[src/rtl/rail_ovr_pkg.sv]
package rail_ovr_pkg;
  localparam int unsigned DEF_RAILS = 7;

  // next register value: clear beats load beats hold
  function automatic logic [DEF_RAILS:0] next_ctl(
    input logic                 clr,
    input logic                 ld,
    input logic [DEF_RAILS:0]   din,
    input logic [DEF_RAILS:0]   cur
  );
    logic [DEF_RAILS:0] r;
    if (clr)     r = '0;
    else if (ld) r = din;
    else         r = cur;
    return r;
  endfunction

  // per-rail source choice
  function automatic logic pick_src(
    input logic ovr,
    input logic sw_bit,
    input logic pin_bit
  );
    return ovr ? sw_bit : pin_bit;
  endfunction
endpackage

[src/rtl/rail_wr_decode.sv]
module rail_wr_decode #(
  parameter int unsigned NUM_RAILS = rail_ovr_pkg::DEF_RAILS,
  localparam int unsigned REG_W = NUM_RAILS + 1
) (
  input  logic             wr_stb,
  input  logic             shdn_req,
  output logic             load_evt,
  output logic             clear_evt,
  output logic             drop_evt
);
  // a shutdown masks any concurrent write
  assign clear_evt = shdn_req;
  assign load_evt  = wr_stb & ~shdn_req;
  assign drop_evt  = wr_stb & shdn_req;
endmodule

[src/rtl/rail_ctl_reg.sv]
module rail_ctl_reg #(
  parameter int unsigned NUM_RAILS = rail_ovr_pkg::DEF_RAILS,
  localparam int unsigned REG_W = NUM_RAILS + 1
) (
  input  logic             clk,
  input  logic             rst_n,
  input  logic             load_evt,
  input  logic             clear_evt,
  input  logic             drop_evt,
  input  logic [REG_W-1:0] din,
  output logic [REG_W-1:0] q
);
  import rail_ovr_pkg::*;

  logic [REG_W-1:0] q_nxt;

  always_comb begin
    if (clear_evt)     q_nxt = '0;
    else if (load_evt) q_nxt = din;
    else               q_nxt = q;
  end

  always_ff @(posedge clk or negedge rst_n) begin
    if (!rst_n) q <= '0;
    else        q <= q_nxt;
  end

  p_write_load_r2: assert property (@(posedge clk) disable iff (!rst_n)
    load_evt |=> (q == $past(din)));

  p_shdn_clear_r7: assert property (@(posedge clk) disable iff (!rst_n)
    clear_evt |=> (q == '0));

  p_shdn_wins_r8: assert property (@(posedge clk) disable iff (!rst_n)
    drop_evt |=> (q == '0));

  p_hold_r9: assert property (@(posedge clk) disable iff (!rst_n)
    (!load_evt && !clear_evt) |=> $stable(q));
endmodule

[src/rtl/rail_src_mux.sv]
module rail_src_mux (
  input  logic ovr,
  input  logic sw_bit,
  input  logic pin_bit,
  output logic en
);
  import rail_ovr_pkg::*;
  assign en = pick_src(ovr, sw_bit, pin_bit);
endmodule

[src/rtl/rail_enable_ctrl.sv]
module rail_enable_ctrl #(
  parameter int unsigned NUM_RAILS = rail_ovr_pkg::DEF_RAILS,
  localparam int unsigned REG_W = NUM_RAILS + 1,
  localparam int unsigned MODE_BIT = NUM_RAILS
) (
  input  logic                 clk,
  input  logic                 rst_n,
  input  logic                 wr_stb,
  input  logic [REG_W-1:0]     wr_data,
  input  logic                 shdn_req,
  input  logic [NUM_RAILS-1:0] pin_en,
  output logic [REG_W-1:0]     rd_data,
  output logic [NUM_RAILS-1:0] rail_en
);
  logic             load_evt;
  logic             clear_evt;
  logic             drop_evt;
  logic [REG_W-1:0] ctl_q;
  logic             ovr_mode;

  rail_wr_decode #(.NUM_RAILS(NUM_RAILS)) u_dec (
    .wr_stb    (wr_stb),
    .shdn_req  (shdn_req),
    .load_evt  (load_evt),
    .clear_evt (clear_evt),
    .drop_evt  (drop_evt)
  );

  rail_ctl_reg #(.NUM_RAILS(NUM_RAILS)) u_reg (
    .clk       (clk),
    .rst_n     (rst_n),
    .load_evt  (load_evt),
    .clear_evt (clear_evt),
    .drop_evt  (drop_evt),
    .din       (wr_data),
    .q         (ctl_q)
  );

  assign ovr_mode = ctl_q[MODE_BIT];
  assign rd_data  = ctl_q;

  for (genvar g = 0; g < NUM_RAILS; g++) begin : g_rail
    rail_src_mux u_mux (
      .ovr     (ovr_mode),
      .sw_bit  (ctl_q[g]),
      .pin_bit (pin_en[g]),
      .en      (rail_en[g])
    );
  end

  p_reset_zero_r1: assert property (@(posedge clk)
    !rst_n |-> (rd_data == '0));

  p_pin_follow_r3: assert property (@(posedge clk) disable iff (!rst_n)
    !rd_data[MODE_BIT] |-> (rail_en == pin_en));

  p_sw_ctrl_r4: assert property (@(posedge clk) disable iff (!rst_n)
    rd_data[MODE_BIT] |-> (rail_en == rd_data[NUM_RAILS-1:0]));

  p_joint_write_r6: assert property (@(posedge clk) disable iff (!rst_n)
    (wr_stb && !shdn_req && wr_data[MODE_BIT]) |=>
      (rail_en == $past(wr_data[NUM_RAILS-1:0])));
endmodule

[config.mk]
export PLATFORM = sky130hd
export DESIGN_NAME = rail_enable_ctrl
export DESIGN_NICKNAME = d
export VERILOG_FILES = /design/src/rtl/rail_ovr_pkg.sv /design/src/rtl/rail_wr_decode.sv /design/src/rtl/rail_ctl_reg.sv /design/src/rtl/rail_src_mux.sv /design/src/rtl/rail_enable_ctrl.sv
export SDC_FILE = /design/constraint.sdc
export NUM_CORES = 1
export LEC_CHECK = 0
export ABC_AREA = 0
export CAP_MARGIN = 20
export CORE_AREA = 3 3 40 42
export DETAILED_ROUTE_END_ITERATION = 12
export DIE_AREA = 0 0 43 45
export DONT_BUFFER_PORTS = 1
export GPL_TIMING_DRIVEN = 0
export PLACE_DENSITY = 0.54
export SLEW_MARGIN = 20
export SYNTH_ARGS = -nofsm -noshare
export SYNTH_HDL_FRONTEND = slang
export SYNTH_SLANG_ARGS = --single-unit
[constraint.sdc]
create_clock -name clk -period 1.2 [get_ports clk]
set_input_delay 0.06 -clock clk [delete_from_list [all_inputs] [get_ports clk]]
set_output_delay 0.06 -clock clk [all_outputs]
set_load 0.01 [all_outputs]
==> results of run 1 <==
[power by group]
part	switching (W)	leakage, nW	internal (W)
Sequential	0.0000118	0.106	0.000285
Combinational	0.0000759	0.249	0.000124
Clock	0.0000927	0.0138	0.000115
Total	0.000180	0.369	0.000523
[cells by family (layout without fill, tap and decap cells)]
kind of cell | count (synthesis) | count (layout) | share of synthesized area
buffers and inverters | 18 | 30 | 0.251
multiplexers | 15 | 15 | 0.334
flip-flops | 8 | 8 | 0.361
AND/OR/NAND/NOR | 8 | 8 | 0.0542
[cell usage in the layout (no fill, tap or decap)]
cell type and n:
mux2i_1 8, buf_1 1, mux2_4 7, dlygate4sd3_1 9
buf_6 9, dfrtp_1 8, nor2_1 8, buf_4 8
clkbuf_4 3
[cell usage after synthesis]
cell type | instances | area share
mux2_4 | 7 | 0.19
dfrtp_1 | 8 | 0.36
buf_6 | 2 | 0.041
buf_1 | 1 | 0.0068
buf_4 | 15 | 0.20
mux2i_1 | 8 | 0.14
nor2_1 | 8 | 0.054
[path summary, 6_finish.rpt]
| kind | start | slack [ns] | endpoint | cells after the start |
|---|---|---|---|---|
| max | u_reg.q[7] | -0.08 | rail_en[4] | 3 |
| min | wr_stb | 0.14 | u_reg.q[1] | 3 |
| max reg2reg | u_reg.q[7] | 0.35 | u_reg.q[7] | 3 |
| min reg2reg | u_reg.q[1] | 0.55 | u_reg.q[1] | 2 |
| max in group asynchronous | rst_n | 0.78 | u_reg.q[4] | 1 |
| min in group asynchronous | rst_n | 0.16 | u_reg.q[5] | 1 |
[final cells by class]
type                            instances  area, µm²  area share
Clock buffer                            3       22.5      0.0316
Timing Repair Buffer                    9       90.1       0.127
Buffer                                 18        165       0.232
Multi-Input combinational cell         23        215       0.302
Sequential cell                         8        200       0.281
Tap cell                               15       18.8      0.0264
[through the flow]
step	setup TNS, ns	cells	worst slack, ns	cell area, µm²	util
after floorplan	0	49	0.212	554	-
after detailed placement	0	64	0.179	573	0.446
final	-0.527	76	-0.0798	712	0.554
after global placement	0	64	0.184	573	0.446
after global routing	-0.798	76	-0.119	712	0.554
after CTS	-0.605	76	-0.0924	712	0.554
[per-layer routing]
metal	global-route usage	wire length [µm]
met3	0.0478	120
met1	0.126	403
met4	0.0542	0
met5	0	0
met2	0.254	599
[worst register-to-register path: stages, from the launching register on]
cell     delay, ns
dfrtp_1       0.38
buf_6         0.16
mux2i_1       0.13
nor2_1        0.05
[what timing repair did]
action / in CTS / in global routing
hold buffers: 9 / 0
setup endpoints to repair: 7 / 7
endpoints found under the hold margin: 16 / 0
gates resized for setup: 7 / 0
==> parameters.txt, run 1 <==
Parameter                              Value

Yosys
  Yosys warning count    0
  Flop and latch count out of synthesis    8
  Mean area per synthesized cell    11.3 µm²
  Number of nets produced by synthesis    68
  Register area share after synthesis    0.361
  Number of different library cells in the post-synthesis netlist    7
  Gate count after technology mapping    slightly below 50
  Cell area after technology mapping    around 550 µm²

STA
  RSZ-0062 raised after global routing    true
  Tightest Pin Transition    0.369 ns
  Final-report setup violation count    7
  Max-slew violation count    0
  Peak clock frequency supported by timing    approximately 780 MHz
  Max_slew headroom    0.753
  Maximum clock skew at final layout    0 ns
  Final critical delay including setup and external delays    1.28 ns
  Final-layout worst hold slack    0.143 ns
  PnR worst setup slack    -0.0798 ns
  Final number of hold-violating endpoints    0
  Final clock period utilization by the worst path    1.07

Place
  RD Place Congestion    0.674
  Number of buffers inserted by port buffering    0

Detailed routing
  Routed vias    roughly 370
  DRC Markers    0
  Final antenna-violating net count    0
  Per-cell via count in the routed design    4.86
  First drt pass iteration count    2
  Routed wire per std cell    14.8 µm
  First DRT Iteration DRCs    1
  Total Routed Length    1120 µm

Worst setup path
  Critical path data arrival time    1.22 ns
  Max FO, Critical Path    8
  Ordered cell list for the critical path    buf_6, mux2_4, buf_6
  Class of the most critical setup path    reg2out
  Critical Path Slowest Stage Cell    dfrtp_1
  Largest incremental delay on the critical path    0.38 ns
  Cell family contributing the most delay on the critical path    flip-flops
  Worst path most repeated cell    buf_6
  Crit path buf inv count    2
  CP Launch Type    flop
  Setup crit end kind    output port
  Data required time of the critical path    1.14 ns

Floorplan
  Overall die height    approximately 45 µm
  Die Wd    43 µm
  Top-level I/O count    34
  # rows    13
  Area enclosed by the die boundary    around 1900 µm²
  Area of the core    around 1300 µm²
  Initial core utilization    0.431

GRT
  Number of antenna violations at the first check in global routing    0
  Total routing usage reported by global routing    0.132
  Maximum number of pins on one net before global-route repair    9
  Global-route wire length before repair    1820 µm
  Total congestion overflow after global routing    0
  Via count of the first global-routing pass    slightly above 400

Worst hold path
  Hold crit path type    in2reg

Job
  Total of max-cap violations    0

Clock network
  Number of buffers added for setup after CTS    0
  CTS Buffer Depth    2
  CTS Buf Count    3
  # clock sinks    8
  Worst-skew pair later-pin latency    0.25 ns
  CTS tree    built
  H-tree depth reported by CTS    1
  Root buf cell    clkbuf_4
  Clock-pin slew on the worst setup and hold paths    0.06 ns

Power
  Static Leakage    0.369 nW
  Worst IR drop on VDD    0.493 mV
  Power, Total    0.000704 W
  Power per cell area    roughly 1000 nW/µm²

Final layout
  Count of nets after finishing    82
  Fraction of layout instances using a drive strength above 1    0.443
  Synthesis-to-layout area growth    28.4%
  Count of antenna diodes in the layout    0
  Top flop regs    u_reg.q (8)
  Register containing the most flip-flops in the final layout    u_reg.q
  Total of fill cells in the finished design    121
  Number of flip-flops in the largest register    8

Run status
  Violations in the final reports    negative setup slack
  Run status    finished, violations left
Note: power is estimated with default switching activity, not from simulation.
==> run 2: changes to the inputs <==
- REMOVE_ABC_BUFFERS: not set -> 1
==> run 2 against run 1 <==
Net effect:
- the run still ends with negative setup slack left
- core utilization decreased by 11 points
- combinational power decreased by 43%
- fmax increased by 6.4%
- die area unchanged
- clock skew unchanged
- first-iteration DRC count increased by 100%
- worst hold slack got worse by 0.13 ns
- clock-buffer cell count unchanged
- non-clock buffer count decreased by 16
==> parameters.txt, run 2 (same netlist as run 1, synthesis figures left out) <==
Parameter                              Value

Final layout
  Most frequent cells in the layout    dlygate4sd3_1 (11), mux2i_1 (8), nor2_1 (8)
  Count of nets after finishing    66
  Top flop regs    u_reg.q (8)
  Number of flip-flops in the largest register    8
  Fraction of layout instances using a drive strength above 1    0.244
  Leading cell type in the layout, fill and taps excluded    dlygate4sd3_1
  Register containing the most flip-flops in the final layout    u_reg.q
  Synthesis-to-layout area growth    2.48%
  Layout Cells excl Fill    60
  Count of antenna diodes in the layout    0
  Total of fill cells in the finished design    120

Power
  Static Leakage    0.278 nW
  Power, Total    0.000624 W
  Worst IR drop on VDD    0.584 mV
  Power per cell area    1100 nW/µm²

Detailed routing
  DRC Markers    0
  First DRT Iteration DRCs    2
  Total Routed Length    1020 µm
  Routed vias    319
  Final antenna-violating net count    0
  Routed wire per std cell    approximately 17 µm
  First drt pass iteration count    4
  Per-cell via count in the routed design    5.32

Floorplan
  Initial core utilization    0.431
  # rows    13
  Area enclosed by the die boundary    1940 µm²
  Top-level I/O count    34
  Die Wd    43 µm
  Area of the core    1280 µm²
  Overall die height    45 µm

STA
  Peak clock frequency supported by timing    831 MHz
  Max_slew headroom    0.682
  Final number of hold-violating endpoints    0
  Max-slew violation count    0
  Tightest Pin Transition    between 0.4 and 0.5 ns
  Maximum clock skew at final layout    0 ns
  Final clock period utilization by the worst path    1.00
  Final-report setup violation count    5
  RSZ-0062 raised after global routing    true
  Final critical delay including setup and external delays    1.20 ns
  Total Neg Setup Slack    -0.00742 ns
  Final-layout worst hold slack    0.0107 ns
  PnR worst setup slack    -0.00282 ns

Run status
  Run status    finished, violations left
  Violations in the final reports    negative setup slack

Worst setup path
  CP Launch Type    flop
  Class of the most critical setup path    reg2out
  Setup crit end kind    output port
  Largest incremental delay on the critical path    0.54 ns
  Critical Path Slowest Stage Cell    dfrtp_2
  Crit path buf inv count    0
  Data required time of the critical path    1.14 ns
  Ordered cell list for the critical path    mux2_4
  Cell family contributing the most delay on the critical path    flip-flops
  Critical path data arrival time    around 1.1 ns
  Max FO, Critical Path    9

Clock network
  CTS Buffer Depth    2
  Root buf cell    clkbuf_4
  CTS Buf Count    3
  # clock sinks    8
  Clock-pin slew on the worst setup and hold paths    around 0.050 ns
  H-tree depth reported by CTS    1
  Worst-skew pair later-pin latency    0.25 ns
  CTS tree    built

Place
  RD Place Congestion    0.651
  Number of buffers inserted by port buffering    0
  Inst Count DP    46

Worst hold path
  Hold crit path type    in2reg

GRT
  Maximum number of pins on one net before global-route repair    10
  Via count of the first global-routing pass    362
  Total congestion overflow after global routing    0
  Global-route wire length before repair    roughly 1600 µm
  Number of antenna violations at the first check in global routing    0
  Total routing usage reported by global routing    0.120

Job
  Total of max-cap violations    0
==> run 2: layer usage <==
layer / GRT usage / up-vias / routed length (µm)
met5: 0 / - / 0
met4: 0.0181 / 0 / 0
met3: 0.0916 / 0 / 161
met2: 0.201 / 33 / 503
met1: 0.124 / 148 / 352
li1: - / 138 / -
==> run 2: timing repair <==
action	CTS	global route
setup endpoints to repair	7	7
hold buffers	11	0
endpoints found under the hold margin	16	0
resized for setup	1	0
setup buffers	0	0
==> run 2: power by group <==
group          internal [W]  total, W  switching (W)  leakage (nW)
Clock              0.000114  0.000194      0.0000807        0.0138
Sequential         0.000286  0.000314      0.0000284         0.105
Combinational     0.0000695  0.000115      0.0000456         0.160
Total              0.000469  0.000624       0.000155         0.278
==> run 2: final timing paths <==
| path | startpoint | end | slack [ns] | depth (start not counted) |
|---|---|---|---|---|
| worst max-delay path | u_reg.q[7] | rail_en[2] | -0.003 | 1 |
| worst min-delay path | wr_stb | u_reg.q[1] | 0.01 | 2 |
| worst max register to register | u_reg.q[7] | u_reg.q[7] | 0.32 | 2 |
| worst min register to register | u_reg.q[3] | u_reg.q[3] | 0.62 | 2 |
| max in group asynchronous | rst_n | u_reg.q[7] | 0.76 | 1 |
| min in group asynchronous | rst_n | u_reg.q[5] | 0.16 | 1 |
==> run 2: area by class of cell <==
| class | count | area [µm²] | area share |
|---|---|---|---|
| Tap cell | 15 | 18.8 | 0.0330 |
| Sequential cell | 8 | 201 | 0.355 |
| Multi-Input combinational cell | 23 | 215 | 0.379 |
| Timing Repair Buffer | 11 | 110 | 0.194 |
| Clock buffer | 3 | 22.5 | 0.0396 |
==> run 2: through the flow <==
stage	util	instance area, µm²	setup WS, ns
finish	0.442	568	-0.00282
global route	0.442	568	-0.0548
CTS	0.442	568	-0.0197
detailed placement	0.338	434	0.0990
global placement	0.338	434	0.109
floorplan	-	415	0.198
